### src/rtl/dreq_pkg.sv
package dreq_pkg;
  typedef enum logic [1:0] {
    ST_IDLE,
    ST_START,
    ST_WAIT
  } chanState_t;

  typedef struct packed {
    logic loadCnt;
    logic decCnt;
  } dpStrobe_t;
endpackage

### src/rtl/dreq_datapath.sv
module dreq_datapath
  import dreq_pkg::*;
#(
  parameter int CNT_W       = 24,
  parameter int SYNC_STAGES = 2
) (
  input  logic             clk,
  input  logic             rstN,
  input  logic             reqPin,
  input  logic             edgeSel,
  input  logic             senseSel,
  input  logic [CNT_W-1:0] countLoad,
  input  dpStrobe_t        strb,
  output logic             reqHit,
  output logic             cntZero,
  output logic             cntLast,
  output logic             doneFlag,
  output logic [CNT_W-1:0] countQ
);
  localparam logic [CNT_W-1:0] CNT_ONE = {{(CNT_W-1){1'b0}}, 1'b1};

  logic [SYNC_STAGES-1:0] syncQ;
  logic                   sampled;
  logic                   prevQ;

  // Synchroniser chain for the asynchronous request line
  always_ff @(posedge clk or negedge rstN) begin
    if (!rstN) syncQ <= '0;
    else       syncQ <= {syncQ[SYNC_STAGES-2:0], reqPin};
  end
  assign sampled = syncQ[SYNC_STAGES-1];

  // History follows the sampled line at all times, also while disabled,
  // so enabling never sees a stale transition.
  always_ff @(posedge clk or negedge rstN) begin
    if (!rstN) prevQ <= 1'b0;
    else       prevQ <= sampled;
  end

  always_comb begin
    if (edgeSel) reqHit = senseSel ? (sampled & ~prevQ) : (~sampled & prevQ);
    else         reqHit = (sampled == senseSel);
  end

  always_ff @(posedge clk or negedge rstN) begin
    if (!rstN) begin
      countQ   <= '0;
      doneFlag <= 1'b0;
    end else if (strb.loadCnt) begin
      countQ   <= countLoad;
      doneFlag <= 1'b0;
    end else if (strb.decCnt && !cntZero) begin
      countQ <= countQ - CNT_ONE;
      if (cntLast) doneFlag <= 1'b1;
    end
  end

  assign cntZero = (countQ == '0);
  assign cntLast = (countQ == CNT_ONE);
endmodule

### src/rtl/dreq_control.sv
module dreq_control
  import dreq_pkg::*;
(
  input  logic      clk,
  input  logic      rstN,
  input  logic      chanEn,
  input  logic      edgeSel,
  input  logic      burstMode,
  input  logic      overrunSel,
  input  logic      xferDone,
  input  logic      reqHit,
  input  logic      cntZero,
  input  logic      cntLast,
  input  logic      doneFlag,
  output logic      xferStart,
  output logic      ack,
  output dpStrobe_t strb
);
  chanState_t stateQ;
  logic       pendQ;      // one remembered request while busy
  logic       firstWaitQ; // first cycle after the acknowledge
  logic       canRun;
  logic       capture;

  assign canRun  = !cntZero && !doneFlag;
  // Edge mode listens for the whole busy time after the acknowledge;
  // level mode with overrun samples only the cycle right after it.
  assign capture = edgeSel ? reqHit : (overrunSel && firstWaitQ && reqHit);

  always_ff @(posedge clk or negedge rstN) begin
    if (!rstN) begin
      stateQ     <= ST_IDLE;
      pendQ      <= 1'b0;
      firstWaitQ <= 1'b0;
    end else if (!chanEn) begin
      stateQ     <= ST_IDLE;
      pendQ      <= 1'b0;
      firstWaitQ <= 1'b0;
    end else begin
      unique case (stateQ)
        ST_IDLE: begin
          if ((reqHit || pendQ) && canRun) begin
            stateQ <= ST_START;
            pendQ  <= 1'b0;
          end
        end
        ST_START: begin
          stateQ     <= ST_WAIT;
          firstWaitQ <= 1'b1;
        end
        ST_WAIT: begin
          firstWaitQ <= 1'b0;
          if (capture) pendQ <= 1'b1;
          if (xferDone) begin
            if (cntLast)                    stateQ <= ST_IDLE;
            else if (edgeSel && burstMode)  stateQ <= ST_START;
            else                            stateQ <= ST_IDLE;
          end
        end
        default: stateQ <= ST_IDLE;
      endcase
    end
  end

  assign xferStart    = (stateQ == ST_START);
  assign ack          = (stateQ == ST_START);
  assign strb.loadCnt = !chanEn;
  assign strb.decCnt  = chanEn && (stateQ == ST_WAIT) && xferDone;
endmodule

### src/rtl/ext_req_detect.sv
module ext_req_detect
  import dreq_pkg::*;
#(
  parameter int CNT_W       = 24,
  parameter int SYNC_STAGES = 2
) (
  input  logic             clk,
  input  logic             rstN,
  input  logic             reqPin,
  input  logic             edgeSel,
  input  logic             senseSel,
  input  logic             burstMode,
  input  logic             overrunSel,
  input  logic             chanEn,
  input  logic [CNT_W-1:0] countLoad,
  input  logic             xferDone,
  output logic             xferStart,
  output logic             ack,
  output logic             chanDone
);
  dpStrobe_t        strb;
  logic             reqHit;
  logic             cntZero;
  logic             cntLast;
  logic [CNT_W-1:0] countQ;

  dreq_datapath #(.CNT_W(CNT_W), .SYNC_STAGES(SYNC_STAGES)) dp_i (
    .clk(clk), .rstN(rstN), .reqPin(reqPin), .edgeSel(edgeSel),
    .senseSel(senseSel), .countLoad(countLoad), .strb(strb),
    .reqHit(reqHit), .cntZero(cntZero), .cntLast(cntLast),
    .doneFlag(chanDone), .countQ(countQ)
  );

  dreq_control ctl_i (
    .clk(clk), .rstN(rstN), .chanEn(chanEn), .edgeSel(edgeSel),
    .burstMode(burstMode), .overrunSel(overrunSel), .xferDone(xferDone),
    .reqHit(reqHit), .cntZero(cntZero), .cntLast(cntLast),
    .doneFlag(chanDone), .xferStart(xferStart), .ack(ack), .strb(strb)
  );
endmodule

### config.mk
export PLATFORM = sky130hd
export DESIGN_NAME = ext_req_detect
export DESIGN_NICKNAME = d
export VERILOG_FILES = /design/src/rtl/dreq_pkg.sv /design/src/rtl/dreq_datapath.sv /design/src/rtl/dreq_control.sv /design/src/rtl/ext_req_detect.sv
export SDC_FILE = /design/constraint.sdc
export NUM_CORES = 1
export LEC_CHECK = 0
export ABC_AREA = 0
export BUFFER_PORTS_ARGS = -buffer_cell sky130_fd_sc_hd__clkbuf_2
export CORE_MARGIN = 1.5
export CORE_UTILIZATION = 60
export CTS_CLUSTER_DIAMETER = 120
export DETAILED_ROUTE_END_ITERATION = 8
export PLACE_DENSITY_LB_ADDON = 0.3
export SYNTH_ARGS = -nofsm -noshare
export SYNTH_HDL_FRONTEND = slang
export SYNTH_SLANG_ARGS = --single-unit
### constraint.sdc
create_clock -name clk -period 6.07 [get_ports clk]
set_input_delay 1.214 -clock clk [delete_from_list [all_inputs] [get_ports clk]]
set_output_delay 1.214 -clock clk [all_outputs]
set_load 0.1 [all_outputs]
==> metrics <==
worst path required time 4.86 ns; wire per inst 15.0 um; TritonCTS clock tree yes; CTS buffer count 5; final setup violation count 0; clock slew at reported path FFs 0.09 ns; peak supply drop 0.127 mV; Least-Margin Pin Slew 0.811 ns; Sink Count 32; post-synth top area share 39.7%; Core Area 3130 um^2; Fmax 361 MHz; Syn Inst Count 229; share of cells above drive strength 1 20.2%; Die H 61.0 um; global-route wire length before repair 7510 um; vias in the first global route 1632; cell breakdown of the critical path inv_1, nor2_1, clkbuf_2; CP Max Fanout 6; GR Overflow Total 0; boundary pin count 36; Yosys top cell by area dfrtp_1; synthesized area per cell 8.81 um^2; antenna-violating nets left 0; synthesized flop and latch total 32; final hold vios 0; average vias per placed instance 6.20; warnings from Yosys 0; die area 3720 um^2; sequential-to-total area share from yosys stat 39.7%; # fillers 264; Die Span X 61.0 um; asr flop ratio synth 100%; setup ws final 3.30 ns; crit path DAT 1.55 ns; Max Buffers Root-to-Sink 2; Crit Path Category flop to primary output; synthesized net count 265; Critical Path Max Stage Delay 0.49 ns; FP Rows 20; outcome completed; nets@finish 293; post-placement worst setup slack 3.00 ns; Worst Hold Class flop to flop; slowest CP cell clkbuf_2; # diodes 0; footprint of the multi-input gates 1120 um^2; worst-skew pair later-pin latency 0.35 ns; Crit. End Element primary output; Post-Synthesis Cell Area 2020 um^2; maxcap violations 0; Detailed Routing Iterations Pass 1 4; hpwl dp 3100 um; Final Total Pwr 0.473 mW; post-route minimum period 2.77 ns; # DRC 0; initial antenna violation count 0; most common cell in the netlist nor2_1; P_leak 0.875 nW; Util after Layout 71.6%; final WL 4510 um; Post-synth EDFFs 0; RSZ-0062 raised after global routing no; placer congestion estimate 0.830; Initial Util 64.5%; worst rel slew slack 45.9%; H-tree Lvls 2; period utilization 45.6%; Post-synth top cells nor2_1, dfrtp_1, a31oi_1, nand2_1; CTS Root Cell clkbuf_4; clk_skew 0.0108 ns; Max Slew Vio Count 0; Iter 0 DRT Violations 159; vias 1865; Worst setup SP type flop; Seq. cell area 801 um^2; pin count of the biggest net entering global routing 47; GRT Total Usage 27.9%; family with the most delay on the worst path buffers and inverters; synth top area cells dfrtp_1, nor2_1, a31oi_1; post_cts resized 0; Final TNS setup 0 ns; P per Cell Area 211 nW/um^2; Unique masters post-synth 47; hold buffer count at CTS 0; WP buf/inv 2; postcts setup bufs 0; ys flop type dfrtp_1; number of buffers added on ports 35; area delta synth->final 11.0%
==> final cells by class <==
type / count / share of cell area [%]
multi-input cells: 176 / 49.9
well taps: 44 / 2.46
inverters: 7 / 1.17
repair buffers: 35 / 7.82
clock buffers: 7 / 2.91
flip-flops and latches: 32 / 35.8
==> worst paths after layout <==
kind / cells after the start / to / startpoint / slack [ns]
worst min-delay path: 0 / dp_i.syncQ[1] / dp_i.syncQ[0] / 0.37
worst min register to register: 0 / dp_i.syncQ[1] / dp_i.syncQ[0] / 0.37
worst max-delay path: 3 / xferStart / ctl_i.stateQ[0] / 3.30
max in group asynchronous: 1 / ctl_i.stateQ[0] / rstN / 4.65
worst max register to register: 5 / dp_i.countQ[17] / dp_i.countQ[17] / 3.75
min in group asynchronous: 1 / dp_i.countQ[11] / rstN / 0.93
==> flip-flops by register name (all words and copies together) (netlist names) <==
signal / cells
ctl_i.firstWaitQ: 1
ctl_i.pendQ: 1
ctl_i.stateQ: 2
dp_i.countQ: 24
dp_i.doneFlag: 1
dp_i.prevQ: 1
dp_i.syncQ: 2
==> metal layers <==
metal,track usage (%),part of all wire (%),vias to the layer above
met5,0,0,-
met4,11.8,1.6,0
met3,6.61,5.9,6
met2,43.8,48,54
met1,37.0,44,885
li1,-,-,920
==> report_power, final <==
group,switching (mW),internal (mW)
sequential,0.0214,0.231
clock,0.0722,0.0655
combinational,0.0506,0.0331
==> per-stage QoR <==
step / cells / hold WS, ns / area, um^2
after CTS: 301 / 0.373 / 2240
final: 301 / 0.367 / 2240
after global placement: 294 / 0.332 / 2170
after detailed placement: 294 / 0.351 / 2170
after floorplan: 229 / 0.331 / 2020
after global routing: 301 / 0.389 / 2240
==> logic make-up (layout without fill, tap and decap cells) <==
group                    count (synthesis)  after routing  synth area share (%)
AO/OA/AOI/OAI                           49             49                  17.9
XOR/XNOR                                 3              3                  1.30
adder cells (fa/ha/maj)                  4              4                  2.36
buffers and inverters                   21             49                  4.90
flip-flops                              32             32                  39.7
multiplexers                             1              1                 0.496
AND/OR/NAND/NOR                        119            119                  33.3
==> layout by cell type (no fill, tap or decap), types with 2 or more instances in the layout <==
cell,count
nor2_1,35
clkbuf_2,35
dfrtp_1,32
a31oi_1,17
nand2_1,13
nand3_1,12
or4_1,12
or3_1,11
o31ai_1,8
inv_1,7
o21ai_0,7
nor3_1,5
nor4_1,5
clkbuf_4,5
o211ai_1,4
or2_2,3
nand4_1,3
xnor2_1,3
o41ai_1,3
ha_1,3
nand3b_1,2
nand2b_1,2
and3_1,2
and3b_1,2
nor3b_1,2
o311ai_0,2
or4b_1,2
clkbuf_8,2
Power figures use the tool's default switching activity.
